File: src/rtl/msg_route_pkg.sv
package msg_route_pkg;
  localparam logic [2:0] RT_TO_ROOT = 3'b000;
  localparam logic [2:0] RT_BY_ADDR = 3'b001;
  localparam logic [2:0] RT_BY_ID   = 3'b010;
  localparam logic [2:0] RT_BCAST   = 3'b011;
  localparam logic [2:0] RT_LOCAL   = 3'b100;
  localparam logic [2:0] RT_GATHER  = 3'b101;
  localparam logic [7:0] CODE_TURN_OFF = 8'h19;

  typedef struct packed {
    logic sendUp;
    logic sendAllDown;
    logic sendAddr;
    logic sendId;
    logic consume;
    logic hold;
    logic malformed;
    logic reissue;
    logic recordAck;
    logic clearGather;
  } strobes_t;
endpackage

File: src/rtl/msg_route_ctrl.sv
module msg_route_ctrl
  import msg_route_pkg::*;
#(
  parameter int NUM_DS = 4,
  parameter int PORT_W = $clog2(NUM_DS + 1)
) (
  input  logic              clk,
  input  logic              rst_n,
  input  logic              msgValid,
  input  logic [PORT_W-1:0] msgIngress,
  input  logic [2:0]        msgRoute,
  input  logic [7:0]        msgCode,
  input  logic              dupAck,
  input  logic              gatherDone,
  output strobes_t          strb
);
  logic fromUp;
  assign fromUp = (msgIngress == '0);

  always_comb begin
    strb = '0;
    if (msgValid) begin
      unique case (msgRoute)
        RT_TO_ROOT: begin
          if (fromUp) strb.malformed = 1'b1;
          else        strb.sendUp    = 1'b1;
        end
        RT_BY_ADDR: strb.sendAddr = 1'b1;
        RT_BY_ID:   strb.sendId   = 1'b1;
        RT_BCAST: begin
          if (fromUp) begin
            strb.sendAllDown = 1'b1;
            strb.clearGather = (msgCode == CODE_TURN_OFF);
          end else begin
            strb.malformed = 1'b1;
          end
        end
        RT_LOCAL: strb.consume = 1'b1;
        RT_GATHER: begin
          if (fromUp) begin
            strb.malformed = 1'b1;
          end else if (dupAck) begin
            strb.hold = 1'b1;
          end else if (gatherDone) begin
            strb.sendUp      = 1'b1;
            strb.reissue     = 1'b1;
            strb.clearGather = 1'b1;
          end else begin
            strb.hold      = 1'b1;
            strb.recordAck = 1'b1;
          end
        end
        default: strb.malformed = 1'b1;
      endcase
    end
  end

  // at most one decision class per message
  assert_one_decision_R11: assert property (@(posedge clk) disable iff (!rst_n)
    $onehot0({strb.sendUp, strb.sendAllDown, strb.sendAddr, strb.sendId,
              strb.consume, strb.hold, strb.malformed}));

  // a gather from the upstream side is never accepted
  assert_gather_from_up_R10: assert property (@(posedge clk) disable iff (!rst_n)
    (msgValid && fromUp && msgRoute == RT_GATHER) |-> (strb.malformed && !strb.recordAck && !strb.clearGather));

  // a repeated acknowledgement never releases the gather
  assert_dup_no_release_R8: assert property (@(posedge clk) disable iff (!rst_n)
    (msgValid && msgRoute == RT_GATHER && !fromUp && dupAck) |-> (strb.hold && !strb.reissue));
endmodule

File: src/rtl/msg_route_dp.sv
module msg_route_dp
  import msg_route_pkg::*;
#(
  parameter int NUM_DS = 4,
  parameter int PORT_W = $clog2(NUM_DS + 1)
) (
  input  logic              clk,
  input  logic              rst_n,
  input  strobes_t          strb,
  input  logic [PORT_W-1:0] msgIngress,
  input  logic [NUM_DS:0]   addrHitMap,
  input  logic [NUM_DS:0]   idHitMap,
  input  logic [NUM_DS-1:0] dsActive,
  output logic              dupAck,
  output logic              gatherDone,
  output logic              outValid,
  output logic [NUM_DS:0]   outEgress,
  output logic              outConsume,
  output logic              outHold,
  output logic              outMalformed,
  output logic              outReissue
);
  localparam logic [NUM_DS:0] UP_ONLY  = {{NUM_DS{1'b0}}, 1'b1};
  localparam logic [NUM_DS:0] ALL_DOWN = {{NUM_DS{1'b1}}, 1'b0};

  logic [NUM_DS-1:0] dsBit;
  logic [NUM_DS:0]   ingressMap;
  logic [NUM_DS-1:0] ackSeen;
  logic [NUM_DS:0]   egressNext;
  logic              routedEmpty;
  logic              anyDecision;

  assign ingressMap[0] = (msgIngress == '0);
  for (genvar i = 0; i < NUM_DS; i++) begin : g_port
    assign dsBit[i]        = (msgIngress == PORT_W'(i + 1));
    assign ingressMap[i+1] = dsBit[i];
  end

  assign dupAck     = |(ackSeen & dsBit);
  assign gatherDone = &(ackSeen | ~dsActive | dsBit);

  always_comb begin
    egressNext = '0;
    if (strb.sendUp)      egressNext = UP_ONLY;
    if (strb.sendAllDown) egressNext = ALL_DOWN;
    if (strb.sendAddr)    egressNext = addrHitMap & ~ingressMap;
    if (strb.sendId)      egressNext = idHitMap & ~ingressMap;
  end

  assign routedEmpty = (strb.sendAddr || strb.sendId) && (egressNext == '0);
  assign anyDecision = strb.sendUp | strb.sendAllDown | strb.sendAddr | strb.sendId |
                       strb.consume | strb.hold | strb.malformed;

  always_ff @(posedge clk) begin
    if (!rst_n) begin
      ackSeen <= '0;
    end else if (strb.clearGather) begin
      ackSeen <= '0;
    end else if (strb.recordAck) begin
      ackSeen <= ackSeen | dsBit;
    end
  end

  always_ff @(posedge clk) begin
    if (!rst_n) begin
      outValid     <= 1'b0;
      outEgress    <= '0;
      outConsume   <= 1'b0;
      outHold      <= 1'b0;
      outMalformed <= 1'b0;
      outReissue   <= 1'b0;
    end else begin
      outValid     <= anyDecision;
      outEgress    <= egressNext;
      outConsume   <= strb.consume | routedEmpty;
      outHold      <= strb.hold;
      outMalformed <= strb.malformed;
      outReissue   <= strb.reissue;
    end
  end

  // releasing the combined acknowledgement leaves no recorded ack
  assert_gather_cleared_R9: assert property (@(posedge clk) disable iff (!rst_n)
    outReissue |-> (ackSeen == '0));

  // a message is never sent back out of its own ingress port
  assert_no_echo_R5: assert property (@(posedge clk) disable iff (!rst_n)
    outValid |-> ((outEgress & $past(ingressMap)) == '0));

  // dropped, consumed or held messages carry no egress
  assert_drop_quiet_R4: assert property (@(posedge clk) disable iff (!rst_n)
    (outMalformed || outConsume || outHold) |-> (outEgress == '0));

  // the combined acknowledgement goes upstream only
  assert_reissue_up_R6: assert property (@(posedge clk) disable iff (!rst_n)
    outReissue |-> (outValid && outEgress == UP_ONLY));

  // a duplicate acknowledgement leaves the gather state as it was
  assert_dup_keeps_state_R8: assert property (@(posedge clk) disable iff (!rst_n)
    (strb.hold && dupAck) |=> (ackSeen == $past(ackSeen)));
endmodule

File: src/rtl/msg_route_top.sv
module msg_route_top
  import msg_route_pkg::*;
#(
  parameter int NUM_DS = 4,
  localparam int PORT_W = $clog2(NUM_DS + 1)
) (
  input  logic              clk,
  input  logic              rst_n,
  input  logic              msgValid,
  input  logic [PORT_W-1:0] msgIngress,
  input  logic [2:0]        msgRoute,
  input  logic [7:0]        msgCode,
  input  logic [NUM_DS:0]   addrHitMap,
  input  logic [NUM_DS:0]   idHitMap,
  input  logic [NUM_DS-1:0] dsActive,
  output logic              outValid,
  output logic [NUM_DS:0]   outEgress,
  output logic              outConsume,
  output logic              outHold,
  output logic              outMalformed,
  output logic              outReissue
);
  strobes_t strb;
  logic     dupAck;
  logic     gatherDone;

  msg_route_ctrl #(.NUM_DS(NUM_DS), .PORT_W(PORT_W)) i_ctrl (
    .clk        (clk),
    .rst_n      (rst_n),
    .msgValid   (msgValid),
    .msgIngress (msgIngress),
    .msgRoute   (msgRoute),
    .msgCode    (msgCode),
    .dupAck     (dupAck),
    .gatherDone (gatherDone),
    .strb       (strb)
  );

  msg_route_dp #(.NUM_DS(NUM_DS), .PORT_W(PORT_W)) i_dp (
    .clk          (clk),
    .rst_n        (rst_n),
    .strb         (strb),
    .msgIngress   (msgIngress),
    .addrHitMap   (addrHitMap),
    .idHitMap     (idHitMap),
    .dsActive     (dsActive),
    .dupAck       (dupAck),
    .gatherDone   (gatherDone),
    .outValid     (outValid),
    .outEgress    (outEgress),
    .outConsume   (outConsume),
    .outHold      (outHold),
    .outMalformed (outMalformed),
    .outReissue   (outReissue)
  );
endmodule

File: config.mk
export PLATFORM = sky130hd
export DESIGN_NAME = msg_route_top
export DESIGN_NICKNAME = d
export VERILOG_FILES = /design/src/rtl/msg_route_pkg.sv /design/src/rtl/msg_route_ctrl.sv /design/src/rtl/msg_route_dp.sv /design/src/rtl/msg_route_top.sv
export SDC_FILE = /design/constraint.sdc
export NUM_CORES = 1
export LEC_CHECK = 0
export BUFFER_PORTS_ARGS = -buffer_cell sky130_fd_sc_hd__buf_2
export CAP_MARGIN = 20
export CORE_UTILIZATION = 42
export CTS_BUF_LIST = sky130_fd_sc_hd__clkbuf_4
export CTS_CLUSTER_SIZE = 40
export DETAILED_ROUTE_END_ITERATION = 8
export GPL_TIMING_DRIVEN = 0
export PLACE_DENSITY_LB_ADDON = 0.3
export SLEW_MARGIN = 20
export SYNTH_ARGS = -nofsm -noshare
export SYNTH_HDL_FRONTEND = slang
export SYNTH_SLANG_ARGS = --single-unit
File: constraint.sdc
create_clock -name clk -period 1.7 [get_ports clk]
set_input_delay 0.34 -clock clk [delete_from_list [all_inputs] [get_ports clk]]
set_output_delay 0.34 -clock clk [all_outputs]
set_load 0.05 [all_outputs]
==> impl_metrics.env, run 1 <==
export IMPL_nets=163
export IMPL_tightest_slew_ns=0.447
export IMPL_critPathMaxFanout=8
export IMPL_r2r_cells=5
export IMPL_hpwl_um=1470
export IMPL_clockBufferDepth=2
export IMPL_end_kind="flop"
export IMPL_final_util=0.616
export IMPL_grt_max_degree=10
export IMPL_yosysUniqueCellTypes=36
export IMPL_rsz0062_at_grt="false"
export IMPL_path_class="primary input to flop"
export IMPL_vdd_drop_max_mv=0.253
export IMPL_initial_utilization=0.462
export IMPL_antenna_found_initial=0
export IMPL_fin_setup_tns_ns=0
export IMPL_final_hold_viol_count=0
export IMPL_netlist_instances=90
export IMPL_numCtsBuffers=3
export IMPL_cts_sinks=14
export IMPL_fmax_ghz=0.612
export IMPL_avgSynthCellArea_um2=9.06
export IMPL_clkLatencyLatePin_ns=0.28
export IMPL_port_buffers=37
export IMPL_cts_root_buf="clkbuf_4"
export IMPL_wire_per_inst_um=11.4
export IMPL_synth_seq_cells=14
export IMPL_crit_chain="buf_2 > or3b_4 > o2bb2ai_4 > a311oi_4 > a21oi_2 > o211a_1"
export IMPL_grt_pass1_wl_um=2900
export IMPL_dp_slack_ns=-0.277
export IMPL_clk_pin_slew_ns=0.09
export IMPL_setup_violations=0
export IMPL_vias=857
export IMPL_slew_viol_final=0
export IMPL_min_period_ns=1.63
export IMPL_drcViolationCount=0
export IMPL_relSlewSlack=0.702
export IMPL_place_gp_congestion=0.855
export IMPL_n_antenna_cell=0
export IMPL_drt_wl_total_um=1770
export IMPL_grt_pass1_vias=719
export IMPL_dieHeight_um=46.1
export IMPL_crit_path_top_delay_cell="or3b_4"
export IMPL_cp_arrival_ns=1.81
export IMPL_min_path_cells=3
export IMPL_layout_drive_gt1_share=0.405
export IMPL_drv_cap=0
export IMPL_postCtsSetupRepairBufs=0
export IMPL_hold_path_class="primary input to flop"
export IMPL_finalCritPeriodShare=0.961
export IMPL_critPathLaunchType="primary input"
export IMPL_cts_tree="built"
export IMPL_firstDrtPassIters=6
export IMPL_fin_ws_ns=0.0657
export IMPL_slowest_delay_ns=0.43
export IMPL_rows=15
export IMPL_drt_iter0_markers=33
export IMPL_critPathBufInv=1
export IMPL_clock_skew_ns=0.00326
export IMPL_io_pins=41
export IMPL_synth_area_um2=816
export IMPL_layout_common_cells="buf_2 (37), dfxtp_1 (14), nor2_1 (8)"
export IMPL_seq_area_frac_synth=0.344
export IMPL_layout_commonest_cell="buf_2"
export IMPL_powerDensity_nw_per_um2=636
export IMPL_cp_depth=6
export IMPL_ys_warn_count=0
export IMPL_crit_family="compound AO/OA/AOI/OAI gates"
export IMPL_crit_required_ns=1.87
export IMPL_status="finished, final reports clean"
export IMPL_p_leak_nw=0.492
export IMPL_syn_to_final_growth_pct=33.1
export IMPL_chipWidth_um=46.1
export IMPL_grt_ovfl_total=0
export IMPL_h_tree_depth=1
export IMPL_vias_per_cell=5.49
export IMPL_track_usage=0.187
export IMPL_dieArea_um2=2120
export IMPL_ant_nets=0
export IMPL_core_um2=1760
export IMPL_syn_nets=121
## worst paths after layout
path / from / endpoint / slack [ns]
setup / recovery: msgIngress[2] / i_dp.outConsume / 0.07
hold / removal: rst_n / i_dp.outHold / 0.31
setup reg to reg: i_dp.ackSeen[2] / i_dp.outConsume / 0.25
hold reg to reg: i_dp.ackSeen[2] / i_dp.ackSeen[2] / 0.48
## state kept, by name (all words and copies together), names as in the netlist
| register | count |
|---|---|
| i_dp.outReissue | 1 |
| i_dp.ackSeen | 4 |
| i_dp.outHold | 1 |
| i_dp.outMalformed | 1 |
| i_dp.outEgress | 5 |
| i_dp.outValid | 1 |
| i_dp.outConsume | 1 |
## repair_timing
action / 4_1_cts / 5_1_grt
setup endpoints to repair: 0 / 5
gates resized for setup: 0 / 1
hold buffers: 0 / 0
## logic make-up (layout without fill, tap and decap cells)
family	count (synthesis)	after routing	share of synthesized area
AOI/OAI and AO/OA	26	26	0.288
xor gates and xnor gates	1	1	0.0107
buffers and inverters	7	48	0.0429
and+or+nand+nor	42	42	0.314
DFF	14	14	0.344
## cell usage after synthesis
cell       number  area (um^2)
and2_1          1         6.26
o21ai_0         2         10.0
nand2b_1        2         12.5
nor4bb_1        1         10.0
dfxtp_1        14          280
a221oi_2        1         15.0
o211a_1         2         20.0
a21o_1          1         7.51
and4b_1         1         10.0
a311oi_4        1         26.3
buf_6           1         11.3
nor3_1          7         35.0
or3b_4          1         11.3
nand3b_1        3         22.5
buf_2           1         5.00
a22o_1          4         35.0
and3_4          1         11.3
nor3_4          1         16.3
inv_1           4         15.0
and3_1          3         18.8
o22ai_1         2         12.5
nand3_1         2         10.0
xnor2_1         1         8.76
nor3b_1         1         7.51
or3_2           1         7.51
a21oi_2         1         8.76
clkbuf_1        1         3.75
o2bb2ai_2       1         15.0
o21a_1          4         30.0
a31oi_1         5         31.3
and3_2          1         7.51
a2111oi_2       1         15.0
nor2_1          8         30.0
a2bb2oi_1       1         8.76
nand2_1         4         15.0
nor2b_1         4         25.0
## worst register-to-register path, stage by stage (launching register included)
cell and delay [ns]:
dfxtp_1 0.34, inv_1 0.05, and3_1 0.16, a311oi_4 0.45
a21oi_2 0.12, o211a_1 0.22
## stage by stage
step                      cells  hold slack (ns)  power (mW)  area [um^2]
final                       156            0.309       0.691         1090
after global routing        156            0.339       0.715         1090
after CTS                   156            0.300       0.695         1080
after detailed placement    152            0.460       0.503         1050
after global placement      152            0.452       0.499         1050
after floorplan              90            0.441       0.447          838
## power by group
group	switching, mW	internal (mW)
registers	0.00159	0.335
clock network	0.109	0.0850
logic	0.0910	0.0694
total	0.202	0.489
## area by class of cell
cell class / count / area, um^2
Clock inverter: 1 / 3.75
Fill cell: 159 / 678
Inverter: 4 / 15.0
Tap cell: 25 / 31.3
Timing Repair Buffer: 37 / 185
Multi-Input combinational cell: 69 / 518
Buffer: 3 / 30.0
Sequential cell: 14 / 280
Clock buffer: 3 / 22.5
## per-layer routing
metal	GRT usage	part of all wire	vias to the layer above
li1	-	-	425
met1	0.235	0.43	374
met2	0.315	0.48	54
met3	0.0235	0.083	4
met4	0.0824	0.013	0
met5	0	0	-
Power figures use the tool's default switching activity.
==> inputs of run 2 (changes only) <==
Settings changed: CORE_UTILIZATION 42 to 26.
==> impl_metrics.env, run 2 (synthesis results as in run 1) <==
export IMPL_port_buffers=37
export IMPL_slew_viol_final=0
export IMPL_cts_sinks=14
export IMPL_antenna_found_initial=0
export IMPL_layout_commonest_cell="buf_2"
export IMPL_hpwl_um=1730
export IMPL_end_kind="flop"
export IMPL_syn_to_final_growth_pct=34.0
export IMPL_initial_utilization=0.286
export IMPL_reg_largest_list="i_dp.outEgress (5), i_dp.ackSeen (4)"
export IMPL_cp_arrival_ns=1.81
export IMPL_fin_setup_tns_ns=0
export IMPL_fillers=307
export IMPL_pwr_share_seq=0.490
export IMPL_place_gp_congestion=0.826
export IMPL_h_tree_depth=1
export IMPL_crit_required_ns=1.87
export IMPL_largest_reg_flops=5
export IMPL_p_int_mw=0.489
export IMPL_chipWidth_um=58.0
export IMPL_numPlacedInstances=158
export IMPL_vias=811
export IMPL_p_sw_frac=0.287
export IMPL_n_antenna_cell=0
export IMPL_path_class="primary input to flop"
export IMPL_nets=163
export IMPL_drcViolationCount=3
export IMPL_wire_per_inst_um=12.9
export IMPL_rows=19
export IMPL_vdd_drop_max_mv=0.364
export IMPL_hold_path_class="primary input to flop"
export IMPL_track_usage=0.135
export IMPL_p_leak_nw=0.492
export IMPL_layout_common_cells="buf_2 (37), dfxtp_1 (14), nor2_1 (8)"
export IMPL_grt_pass1_wl_um=3410
export IMPL_r2r_start="i_dp.ackSeen[1]"
export IMPL_fmax_ghz=0.612
export IMPL_status="complete, but fails checks"
export IMPL_routed_wl_met3_um=134
export IMPL_clockPowerShare=0.274
export IMPL_drv_cap=0
export IMPL_largest_register="i_dp.outEgress"
export IMPL_grt_ovfl_total=0
export IMPL_io_pins=41
export IMPL_critPathLaunchType="primary input"
export IMPL_switchingPower_mw=0.197
export IMPL_layout_drive_gt1_share=0.405
export IMPL_grt_max_degree=10
export IMPL_powerDensity_nw_per_um2=627
export IMPL_clkLatencyLatePin_ns=0.28
export IMPL_clockBufferDepth=2
export IMPL_relSlewSlack=0.697
export IMPL_fin_cells=162
export IMPL_dieHeight_um=58.0
export IMPL_drt_iter0_markers=18
export IMPL_ctsHoldBuffers=0
export IMPL_critPathMaxFanout=8
export IMPL_clock_skew_ns=0.00436
export IMPL_fin_ws_ns=0.0649
export IMPL_tightest_slew_ns=0.455
export IMPL_wl_met2_um=1080
export IMPL_final_hold_viol_count=0
export IMPL_setup_violations=0
export IMPL_wl_met1_um=849
export IMPL_violations="DRC"
export IMPL_cts_tree="built"
export IMPL_grt_pass1_vias=797
export IMPL_cts_root_buf="clkbuf_4"
export IMPL_dieArea_um2=3370
export IMPL_numCtsBuffers=3
export IMPL_core_um2=2850
export IMPL_ant_nets=0
export IMPL_min_period_ns=1.64
export IMPL_finalCritPeriodShare=0.962
export IMPL_dp_slack_ns=-0.293
export IMPL_rsz0062_at_grt="false"
export IMPL_p_comb_frac=0.236
export IMPL_highest_layer="met4"
export IMPL_firstDrtPassIters=6
export IMPL_startpoint="msgIngress[2]"
export IMPL_clk_pin_slew_ns=0.08
export IMPL_vias_per_cell=5.01
export IMPL_min_delay_start="rst_n"
export IMPL_drt_wl_total_um=2090
==> run 2: cell counts in the layout (fill, tap and decap cells not counted) <==
No cell type changed its count.
==> run 2: area by class of cell <==
type,instances,area (um^2),share of cell area
Clock inverter,1,3.75,0.00343
Timing Repair Buffer,37,185,0.169
Buffer,3,30.0,0.0275
Multi-Input combinational cell,69,518,0.474
Sequential cell,14,280,0.256
Clock buffer,3,22.5,0.0206
Tap cell,31,38.8,0.0355
Inverter,4,15.0,0.0137
==> run 2: through the flow <==
step / area, um^2 / hold slack, ns / util / power (mW)
6_report: 1090 / 0.318 / 0.383 / 0.686
5_1_grt: 1090 / 0.317 / 0.383 / 0.730
4_1_cts: 1090 / 0.311 / 0.382 / 0.697
3_5_place_dp: 1060 / 0.458 / 0.372 / 0.505
3_3_place_gp: 1060 / 0.450 / 0.372 / 0.501
2_1_floorplan: 838 / 0.441 / - / 0.447
==> run 2: routing by layer <==
| layer | vias to the layer above | track usage |
|---|---|---|
| met5 | - | 0 |
| met4 | 0 | 0.0408 |
| met3 | 4 | 0.0513 |
| met2 | 27 | 0.253 |
| met1 | 364 | 0.138 |
| li1 | 416 | - |
==> run 2: power by group through the flow <==
stage / combinational [mW] / sequential (mW) / clock [mW]
2_1_floorplan: 0.0796 / 0.368 / 0
3_3_place_gp: 0.157 / 0.344 / 0
5_1_grt: 0.175 / 0.337 / 0.218
3_5_place_dp: 0.161 / 0.344 / 0
4_1_cts: 0.162 / 0.336 / 0.198
6_report: 0.162 / 0.336 / 0.188
==> run 2: what timing repair did <==
item	in CTS	in global routing
setup buffers	0	0
resized for setup	0	1
endpoints found under the setup margin	0	5
==> run 2: critical path: stages <==
cell	delay, ns
buf_2	0.14
or3b_4	0.44
o2bb2ai_4	0.16
a311oi_4	0.40
a21oi_2	0.11
o211a_1	0.22
==> run 2: final timing paths <==
| path | slack (ns) | endpoint | cells after the start |
|---|---|---|---|
| worst min register to register | 0.48 | i_dp.ackSeen[2] | 1 |
| worst min-delay path | 0.32 | i_dp.outHold | 3 |
| worst max-delay path | 0.06 | i_dp.outConsume | 6 |
| worst max register to register | 0.24 | i_dp.ackSeen[2] | 5 |
